`src/rtl/parPortPkg.sv`:
```
package parPortPkg;
  typedef struct packed {
    logic latchWr;
    logic dirWr;
    logic dirClr;
    logic rdPins;
    logic rdCsr;
  } portStrobes_t;
endpackage

```
`src/rtl/parPortCtrl.sv`:
```
module parPortCtrl
  import parPortPkg::*;
#(
  parameter int SYNC_STAGES = 2
) (
  input  logic         clk,
  input  logic         rstN,
  input  logic         busInit,
  input  logic         wrEn,
  input  logic         rdEn,
  input  logic         regSel,
  input  logic         dirByteEn,
  input  logic         devReady,
  output portStrobes_t strobes,
  output logic         readySync
);
  logic [SYNC_STAGES-1:0] syncChain;

  generate
    for (genvar s = 0; s < SYNC_STAGES; s++) begin : g_sync
      always_ff @(posedge clk or negedge rstN) begin
        if (!rstN) syncChain[s] <= 1'b0;
        else if (s == 0) syncChain[s] <= devReady;
        else syncChain[s] <= syncChain[(s == 0) ? 0 : s-1];
      end
    end
  endgenerate

  assign readySync = syncChain[SYNC_STAGES-1];

  always_comb begin
    strobes.latchWr = wrEn && !regSel;
    strobes.dirClr  = busInit;
    strobes.dirWr   = wrEn && regSel && dirByteEn && !busInit;
    strobes.rdPins  = rdEn && !regSel;
    strobes.rdCsr   = rdEn && regSel;
  end
endmodule

```
`src/rtl/parPortData.sv`:
```
module parPortData
  import parPortPkg::*;
#(
  parameter int WIDTH   = 16,
  parameter int DIR_BIT = 8,
  parameter int RDY_BIT = 15
) (
  input  logic                 clk,
  input  logic                 rstN,
  input  portStrobes_t         strobes,
  input  logic [WIDTH/8-1:0]   byteEn,
  input  logic [WIDTH-1:0]     wrData,
  input  logic                 readySync,
  input  logic [WIDTH-1:0]     pinIn,
  output logic [WIDTH-1:0]     rdData,
  output logic [WIDTH-1:0]     pinOut,
  output logic                 pinOe,
  output logic                 portReady
);
  localparam int LANES = WIDTH / 8;

  logic [WIDTH-1:0] outLatch;
  logic             dirOut;
  logic [WIDTH-1:0] csrView;

  generate
    for (genvar b = 0; b < LANES; b++) begin : g_lane
      always_ff @(posedge clk or negedge rstN) begin
        if (!rstN) outLatch[b*8 +: 8] <= '0;
        else if (strobes.latchWr && byteEn[b]) outLatch[b*8 +: 8] <= wrData[b*8 +: 8];
      end
    end
  endgenerate

  always_ff @(posedge clk or negedge rstN) begin
    if (!rstN) dirOut <= 1'b0;
    else if (strobes.dirClr) dirOut <= 1'b0;
    else if (strobes.dirWr) dirOut <= wrData[DIR_BIT];
  end

  always_comb begin
    csrView          = '0;
    csrView[DIR_BIT] = dirOut;
    csrView[RDY_BIT] = readySync;
  end

  always_comb begin
    if (strobes.rdCsr) rdData = csrView;
    else if (strobes.rdPins) rdData = pinIn;
    else rdData = '0;
  end

  assign pinOut    = outLatch;
  assign pinOe     = dirOut && readySync;
  assign portReady = !dirOut;
endmodule

```
`src/rtl/parPort.sv`:
```
module parPort
  import parPortPkg::*;
#(
  parameter int WIDTH       = 16,
  parameter int DIR_BIT     = 8,
  parameter int RDY_BIT     = 15,
  parameter int SYNC_STAGES = 2
) (
  input  logic               clk,
  input  logic               rstN,
  input  logic               busInit,
  input  logic               wrEn,
  input  logic               rdEn,
  input  logic               regSel,
  input  logic [WIDTH/8-1:0] byteEn,
  input  logic [WIDTH-1:0]   wrData,
  output logic [WIDTH-1:0]   rdData,
  input  logic               devReady,
  output logic               portReady,
  input  logic [WIDTH-1:0]   pinIn,
  output logic [WIDTH-1:0]   pinOut,
  output logic               pinOe
);
  localparam int DIR_LANE = DIR_BIT / 8;

  portStrobes_t strobes;
  logic         readySync;

  parPortCtrl #(.SYNC_STAGES(SYNC_STAGES)) i_ctrl (
    .clk(clk), .rstN(rstN), .busInit(busInit), .wrEn(wrEn), .rdEn(rdEn),
    .regSel(regSel), .dirByteEn(byteEn[DIR_LANE]), .devReady(devReady),
    .strobes(strobes), .readySync(readySync)
  );

  parPortData #(.WIDTH(WIDTH), .DIR_BIT(DIR_BIT), .RDY_BIT(RDY_BIT)) i_data (
    .clk(clk), .rstN(rstN), .strobes(strobes), .byteEn(byteEn), .wrData(wrData),
    .readySync(readySync), .pinIn(pinIn), .rdData(rdData), .pinOut(pinOut),
    .pinOe(pinOe), .portReady(portReady)
  );
endmodule

```
`config.mk`:
```
export PLATFORM = sky130hd
export DESIGN_NAME = parPort
export DESIGN_NICKNAME = d
export VERILOG_FILES = /design/src/rtl/parPortPkg.sv /design/src/rtl/parPortCtrl.sv /design/src/rtl/parPortData.sv /design/src/rtl/parPort.sv
export SDC_FILE = /design/constraint.sdc
export NUM_CORES = 1
export LEC_CHECK = 0
export ABC_AREA = 1
export BUFFER_PORTS_ARGS = -buffer_cell sky130_fd_sc_hd__buf_4
export CAP_MARGIN = 5
export CORE_MARGIN = 2
export CORE_UTILIZATION = 35
export CTS_CLUSTER_DIAMETER = 30
export DETAILED_ROUTE_END_ITERATION = 10
export PLACE_DENSITY = 0.72
export SLEW_MARGIN = 10
export SYNTH_ARGS = -nofsm -noshare
export SYNTH_HDL_FRONTEND = slang
export SYNTH_SLANG_ARGS = --single-unit
export TNS_END_PERCENT = 100
```
`constraint.sdc`:
```
create_clock -name clk -period 0.8 [get_ports clk]
set_input_delay 0.08 -clock clk [delete_from_list [all_inputs] [get_ports clk]]
set_output_delay 0.08 -clock clk [all_outputs]
set_load 0.1 [all_outputs]
```
* Word-level counts from Yosys, hierarchy flattened
Index checks and enable logic that the tools add are counted.
** Word-level totals
- ROM bits :: 0
- Memories :: 0
- Bits in writable memories :: 0
- Word-level logic and storage cells :: 22
- Output and inout bits :: 34
- Latch bits :: 0
- Register bits after elaboration :: 19
- Bits of input ports :: 41
** Operators by class
- Divide/modulo/power cells :: 0
- Bitwise gates (word level) :: 0
- $mul :: 0
- Reductions and logical operators :: 13
- Shifts and indexed selects :: 0
- $lt $le $gt $ge :: 0
- $add $sub $neg :: 0
- Eq/ne operators :: 0
- Muxes and demuxes :: 4
** Operators by type and width (number)
- 16-bit 2-to-1 mux :: 2
- 1-bit logical AND :: 9
- 1-bit logical NOT :: 3
- 1-bit 2-to-1 mux :: 2
- 2-bit nonzero test :: 1

* Logic depth before layout (Yosys ltp)
Gate-level depths: netlist (run 1).
- Depth in word-level cells :: 5
- Depth in mapped cells :: 5
- Gate-level depth less buffers :: 4

* By module
A second synthesis (run 1) with hierarchy kept.
** Second synthesis, totals
- Cell total of the unflattened synthesis :: 131
- Area total of the unflattened synthesis :: 965.9 sq um
** By module, submodules not included
- parPortData :: area each 870.8 sq um, cells each 118, seq. area each 425.4 sq um, instances 1
- parPortCtrl :: area each 95.1 sq um, cells each 13, seq. area each 50.0 sq um, instances 1

* Worst setup path after synthesis (run 1)
No wires, ideal clock.
- Kind :: in2out
- Start :: input port regSel
- End :: output port rdData[10]
- Slack :: -975 ps
- Arrival time :: 1695 ps
- Stages :: 4
- Path buffers :: 1
- Cell sequence :: inv_2 -> nand2_2 -> buf_4 -> nor2_1
** On the way
- Cells in the longest elaborated chain, start to end :: 4
- Elaborated cells between the ends (all ways) :: 5
** Ends and longest elaborated chain
- start, declared :: line parPort.sv:14 : input logic regSel,
- 1-bit logical NOT :: line parPortCtrl.sv:35 : strobes.rdPins = rdEn && !regSel;
- 1-bit logical AND :: line parPortCtrl.sv:35
- 16-bit 2-to-1 mux :: line parPortData.sv:49 : else if (strobes.rdPins) rdData = pinIn;
- 16-bit 2-to-1 mux * :: line parPortData.sv:48 : if (strobes.rdCsr) rdData = csrView;
- end, declared :: line parPort.sv:17 : output logic [WIDTH-1:0] rdData,
Every way passes the cells marked *; elsewhere a longest branch is shown, timed or not.

* Final worst setup path (run 1)
- Start :: register i_data.dirOut
- End :: output port portReady
** On the way
- Cells in the longest elaborated chain, start to end :: 1
** Ends and longest elaborated chain
- start, declared :: line parPortData.sv:23 : logic dirOut;
- start signal, assigned :: line parPortData.sv:38 : else if (strobes.dirWr) dirOut <= wrData[DIR_BIT];
- 1-bit logical NOT :: line parPortData.sv:55 : assign portReady = !dirOut;
- end, declared :: line parPort.sv:19 : output logic portReady,
No other way between the ends.

==> impl_metrics.json, run 1 <==
{
  "hold_viol": 0,
  "clk_latency_ns": 0.29,
  "ys_seq_elements": 19,
  "synthArstFlopShare_pct": 100,
  "post-place-ws_ns": -0.173,
  "first_global_vias": 1188,
  "cts_sinks": 19,
  "status": "finished with violations",
  "synthFlopType": "dfrtp_1",
  "endpoint_kind": "output port",
  "worstReg2RegEnd": "i_data.pinOut[2]$_DFFE_PN0P_",
  "cts_tree": "yes",
  "cp-endpoint": "portReady",
  "clock-root-buffer": "clkbuf_4",
  "ys_seq_area_share_pct": 47.9,
  "die_y_microns": 57.3,
  "vias_per_cell": 4.59,
  "worstRegToRegCells": 3,
  "grt_setup_unrepaired": "yes",
  "p_leak_nw": 1.18,
  "wl_mm": 3.78,
  "yosysUniqueCellTypes": 11,
  "grt_overflow": 0,
  "worstMarginPinSlew_ns": 0.346,
  "finalSetupViolations": 37,
  "crit_fanout": 3,
  "min_period_over_period_pct": 150,
  "rows": 19,
  "drive_gt1_share_pct": 78.4,
  "final_util_pct": 90.0,
  "drtPass1Iterations": 4,
  "grt_max_degree": 20,
  "antenna_left": 0,
  "report.final.slew_viol_count": 0,
  "grtUsageTotal_pct": 21.3,
  "relSlewSlack_pct": 76.9,
  "startpoint_type": "register",
  "worst_clock_skew_ns": 0.00637,
  "die_width_microns": 57.3,
  "worstPathRequired_ns": 0.72,
  "irDropWorstVdd_uv": 1670,
  "area_growth_pct": 148,
  "start_util_pct": 36.3,
  "max_freq_mhz": 835,
  "synth_area_sq_um": 993,
  "antenna_cells": 0,
  "ys_warn_count": 0,
  "dieArea_sq_mm": 0.00328,
  "vias": 1121,
  "period_needed_ns": 1.20,
  "yosysTopAreaCell": "dfrtp_1",
  "synthTopCellsByCount": "inv_1 (33), dfrtp_1 (19), nand2_1 (18)",
  "syn_area_per_cell_sq_um": 8.42,
  "synth_edf_count": 0,
  "yosysMostFrequentCell": "inv_1",
  "ios": 75,
  "powerDensity_mw_per_mm2": 1930,
  "violations": "setup timing",
  "synth_top_cell_area_share_pct": 47.9,
  "clock_path_buffers": 2,
  "hold_start": "wrData[6]",
  "remaining_drc_errors": 0,
  "io_buffers": 74,
  "worstSetupPathType": "register to output port",
  "synth_area_leaders": "dfrtp_1 (48%), o21ai_2 (14%), inv_1 (12%)",
  "fin_nets": 255,
  "cts_max_level": 1,
  "r2r_slack_ns": -0.07,
  "core_region_area_sq_mm": 0.00273,
  "grt_pass1_wl_mm": 5.42,
  "fin_ws_ns": -0.397,
  "syn_inst": 118,
  "wire_per_inst_microns": 15.5,
  "antenna_found_initial": 0,
  "gp_congestion": 0.761,
  "r2r_start": "i_data.pinOut[2]$_DFFE_PN0P_",
  "hpwl_mm": 2.03,
  "cts_buffers": 3,
  "drtIter0Drc": 46,
  "syn_nets": 159,
  "clkSlewWorstSetupHoldPaths_ns": 0.11,
  "drv_cap": 0,
  "crit_arrival_ns": 1.12,
  "hold_class": "input pin to register",
  "critPathLaunch": "i_data.dirOut$_DFFE_PN0P_"
}
sequential cells by signal (all words and copies together) (netlist names):
signal            flops
i_ctrl.syncChain      1
i_data.pinOut        16
i_data.dirOut         1
i_ctrl.readySync      1
repair_timing:
item | in CTS | in global routing
hold buffers | 2 | 0
pin swaps | 6 | 3
setup buffers | 12 | 8
cloned | 1 | 0
endpoints found under the hold margin | 20 | 0
gates resized for setup | 93 | 25
setup endpoints to repair | 34 | 43
metrics by stage:
step	area [sq um]	TNS, ns	total power, W	hold WS, ns	cells
after detailed placement	1820	-3.80	0.00345	-0.0331	222
after CTS	2350	-6.12	0.00463	0.0137	241
after global placement	1820	-3.25	0.00342	-0.0324	222
after floorplan	1260	-2.73	0.00294	-0.216	118
final	2460	-6.25	0.00475	0.0226	244
after global routing	2460	-7.29	0.00492	0.0129	244
kinds of logic after synthesis:
logic type / after synthesis / share of synthesized area [%]
buffers and inverters: 37 / 15.9
AO/OA/AOI/OAI: 16 / 14.1
flip-flops: 19 / 47.9
AND/OR/NAND/NOR: 46 / 22.2
critical path: stages, from the launching register on:
cell and delay (ns):
dfrtp_1 0.43, buf_4 0.16, clkinvlp_4 0.08, buf_12 0.17
power by group:
group / internal, W / switching [W] / leakage [nW] / total [W]
logic: 0.00114 / 0.00177 / 0.947 / 0.00292
clock network: 0.000194 / 0.000282 / 0.0150 / 0.000475
registers: 0.00118 / 0.000179 / 0.216 / 0.00136
total: 0.00252 / 0.00223 / 1.18 / 0.00475
how the worst min path moves through the flow:
| stage | end | slack (ns) | cells after the start |
|---|---|---|---|
| 2_1_floorplan | i_ctrl.readySync$_DFF_PN0_ | -0.22 | 0 |
| 5_1_grt | i_data.pinOut[7]$_DFFE_PN0P_ | 0.01 | 3 |
| 3_5_place_dp | i_data.pinOut[9]$_DFFE_PN0P_ | -0.03 | 1 |
| 3_3_place_gp | i_data.pinOut[9]$_DFFE_PN0P_ | -0.03 | 1 |
| 6_report | i_data.pinOut[6]$_DFFE_PN0P_ | 0.02 | 3 |
| 4_1_cts | i_data.pinOut[5]$_DFFE_PN0P_ | 0.01 | 3 |
routing by layer:
metal  vias up  wire (microns)  track usage (%)
li1        536               -                -
met1       520            1410             23.8
met2        59            2060             39.7
met3         6             214             4.54
met4         0              89             7.64
met5         -               0                0
cell type report:
cell class / count / area [sq um]
Multi-Input combinational cell: 63 / 577
Fill cell: 118 / 273
Tap cell: 31 / 38.8
Timing Repair Buffer: 93 / 1130
Clock buffer: 4 / 26.3
Inverter: 34 / 151
Sequential cell: 19 / 536
cell usage in the layout (no fill, tap or decap):
master         count
inv_16             1
nand2_4            7
nor2_4            14
clkinvlp_4         2
buf_8              6
dfrtp_1            3
dlygate4sd3_1      2
nand2_1            3
nand2_8            2
nor2_1             1
o21ai_2           16
nand3_4            2
nand2_2           12
buf_6             19
inv_1             31
buf_4             41
nand3_2            1
nand3_1            5
clkbuf_4           3
buf_12            25
clkbuf_1           1
dfrtp_4           16
(Power assumes the default switching activity.)
==> run 2, diff against run 1 <==
Settings changed: SYNTH_HIERARCHICAL set to 1.
==> impl_metrics.json, run 2 <==
{
  "clock-root-buffer": "clkbuf_4",
  "layout_common_cells": "buf_4 (46), buf_12 (36), nand2_1 (34)",
  "dieArea_sq_mm": 0.00320,
  "syn_nets": 172,
  "syn_area_per_cell_sq_um": 7.37,
  "yosysMostFrequentCell": "nand2_1",
  "grtUsageTotal_pct": 32.4,
  "dpl.cell_count": 234,
  "synthMuxAreaShare_pct": 0,
  "yosys.area_share.adder_pct": 0,
  "status": "finished with violations",
  "synth_top_family_by_area": "simple AND/OR/NAND/NOR gates",
  "largest_reg_flops": 16,
  "antenna_found_initial": 0,
  "synthFlopType": "dfrtp_1",
  "worstPathRequired_ns": 0.72,
  "hold_start": "wrData[2]",
  "final-instance-count-excl-fill": 253,
  "drtPass1Iterations": 4,
  "fin_nets": 264,
  "antenna_cells": 0,
  "worstRegToRegCells": 2,
  "hpwl_mm": 2.34,
  "crit_arrival_ns": 1.17,
  "synthTopCellsByCount": "nand2_1 (56), dfrtp_1 (19), nand3_1 (19)",
  "drtIter0Drc": 95,
  "powerDensity_mw_per_mm2": 1800,
  "cts_buffers": 3,
  "whs_path_depth": 3,
  "die_width_microns": 56.5,
  "synthXorXnorAreaFrac_pct": 0,
  "die_y_microns": 56.5,
  "path_buf_inv": 2,
  "crit_fanout": 4,
  "ys_seq_area_share_pct": 49.2,
  "wire_per_inst_microns": 21.8,
  "synth-compound-area-share_pct": 0,
  "clkSlewWorstSetupHoldPaths_ns": 0.11,
  "vias_per_cell": 5.46,
  "remaining_drc_errors": 0,
  "synth_area_leaders": "dfrtp_1 (49%), nand2_1 (22%), nand3_1 (9.8%)",
  "max_freq_mhz": 798,
  "drive_gt1_share_pct": 70.7,
  "whs_endpoint": "i_data/pinOut[2]$_DFFE_PN0P_",
  "worstSetupPathType": "register to output port",
  "hold_class": "input pin to register",
  "gp_congestion": 0.825,
  "finalSetupViolations": 36,
  "grt_overflow": 0,
  "io_buffers": 74,
  "fin_ws_ns": -0.453,
  "cpMaxStageDelayCell": "dfrtp_2",
  "irDropWorstVdd_uv": 2590,
  "min_period_over_period_pct": 157,
  "path_cells": "nand2_2, clkinvlp_4, buf_12",
  "syn_inst": 131,
  "synth_edf_count": 0,
  "clk_latency_ns": 0.31,
  "nFillCells": 74,
  "final_common_cell": "buf_4",
  "drv_cap": 0,
  "worst_clock_skew_ns": 0.0000296,
  "report.final.slew_viol_count": 0,
  "vias": 1381,
  "r2r_slack_ns": -0.01,
  "antenna_left": 0,
  "cts_sinks": 19,
  "r2r_start": "i_data/pinOut[15]$_DFFE_PN0P_",
  "crit_family": "flip-flops",
  "cts_tree": "yes",
  "worstMarginPinSlew_ns": 0.240,
  "synthArstFlopShare_pct": 100,
  "yosysUniqueCellTypes": 9,
  "endpoint_kind": "output port",
  "area_growth_pct": 162,
  "violations": "setup timing",
  "first_global_vias": 1459,
  "relSlewSlack_pct": 84.0,
  "grt_setup_unrepaired": "yes",
  "wl_mm": 5.53,
  "startpoint_type": "register",
  "yosysTopAreaCell": "dfrtp_1",
  "dpl_cell_area_sq_mm": 0.00175,
  "fin_area_sq_mm": 0.00253,
  "grt_max_degree": 20,
  "core_region_area_sq_mm": 0.00269,
  "synth_top_cell_area_share_pct": 49.2,
  "cts_max_level": 1,
  "worstReg2RegEnd": "i_data/pinOut[15]$_DFFE_PN0P_",
  "hold_viol": 0,
  "clock_path_buffers": 2,
  "grt_pass1_wl_mm": 7.60,
  "p_leak_nw": 1.22,
  "yosys.area_share.simple_pct": 39.9,
  "ios": 75,
  "start_util_pct": 36.0,
  "rows": 19,
  "critical-path-max-stage-delay_ns": 0.47,
  "period_needed_ns": 1.25,
  "ys_seq_elements": 19,
  "synth_area_sq_um": 966,
  "ys_warn_count": 6
}
run 2: changes by cell type after synthesis, sizes merged:
cell   previous run  this run
o21ai            16         0
nand2            23        58
nor2             15        18
nand3             8        19
buf               3         9
inv              34         8
run 2: worst max path at each step:
stage | startpoint | endpoint | slack (ns) | cells after the start
finish | i_data/dirOut$_DFFE_PN0P_ | pinOe | -0.45 | 3
global route | i_data/dirOut$_DFFE_PN0P_ | pinOe | -0.47 | 3
CTS | i_data/dirOut$_DFFE_PN0P_ | portReady | -0.38 | 3
detailed placement | regSel | rdData[9] | -0.31 | 6
global placement | regSel | rdData[7] | -0.27 | 6
floorplan | rdEn | rdData[10] | -0.29 | 6
run 2: where the power goes:
| part | internal [W] | switching [W] |
|---|---|---|
| Clock | 0.000195 | 0.000324 |
| Combinational | 0.000969 | 0.00171 |
| Sequential | 0.00118 | 0.000171 |
| Total | 0.00234 | 0.00220 |
run 2: cells by family after synthesis:
kind of cell,after synthesis
buffers and inverters,17
DFF,19
and+or+nand+nor,95
run 2: through the flow:
stage | utilization (%) | power [W] | hold slack [ns] | TNS, ns | setup WS, ns
floorplan | - | 0.00277 | -0.216 | -4.67 | -0.285
global placement | 65.1 | 0.00322 | -0.0362 | -5.57 | -0.273
detailed placement | 65.1 | 0.00325 | -0.0334 | -6.19 | -0.307
CTS | 90.8 | 0.00435 | 0.0129 | -7.55 | -0.378
global route | 94.2 | 0.00463 | 0.0332 | -9.83 | -0.469
finish | 94.2 | 0.00455 | 0.0127 | -9.39 | -0.453
run 2: cell type report:
class	count	area [sq um]	area share (%)
Tap cell	31	38.8	1.53
Inverter	8	47.5	1.88
Multi-Input combinational cell	95	628	24.8
Timing Repair Buffer	96	1250	49.5
Sequential cell	19	537	21.2
Clock buffer	4	26.3	1.04
run 2: per-layer routing:
| metal | track usage, % | part of all wire, % | wire length, microns | vias to the layer above |
|---|---|---|---|---|
| li1 | - | - | - | 581 |
| met5 | 0 | 0 | 0 | - |
| met2 | 63.6 | 54 | 2980 | 120 |
| met3 | 6.22 | 7.3 | 403 | 34 |
| met1 | 31.6 | 32 | 1760 | 646 |
| met4 | 15.0 | 7.0 | 384 | 0 |
run 2: worst min-delay path: stages:
cell     delay [ns]
buf_4          0.08
nand3_1        0.07
nand2_1        0.07
run 2: timing repair:
action | 4_1_cts | 5_1_grt
resized for setup | 140 | 17
pin swaps | 17 | 10
buffers inserted | 7 | 4
cloned | 2 | 0
hold endpoints to repair | 20 | 0
hold buffers | 2 | 0
setup endpoints to repair | 34 | 36
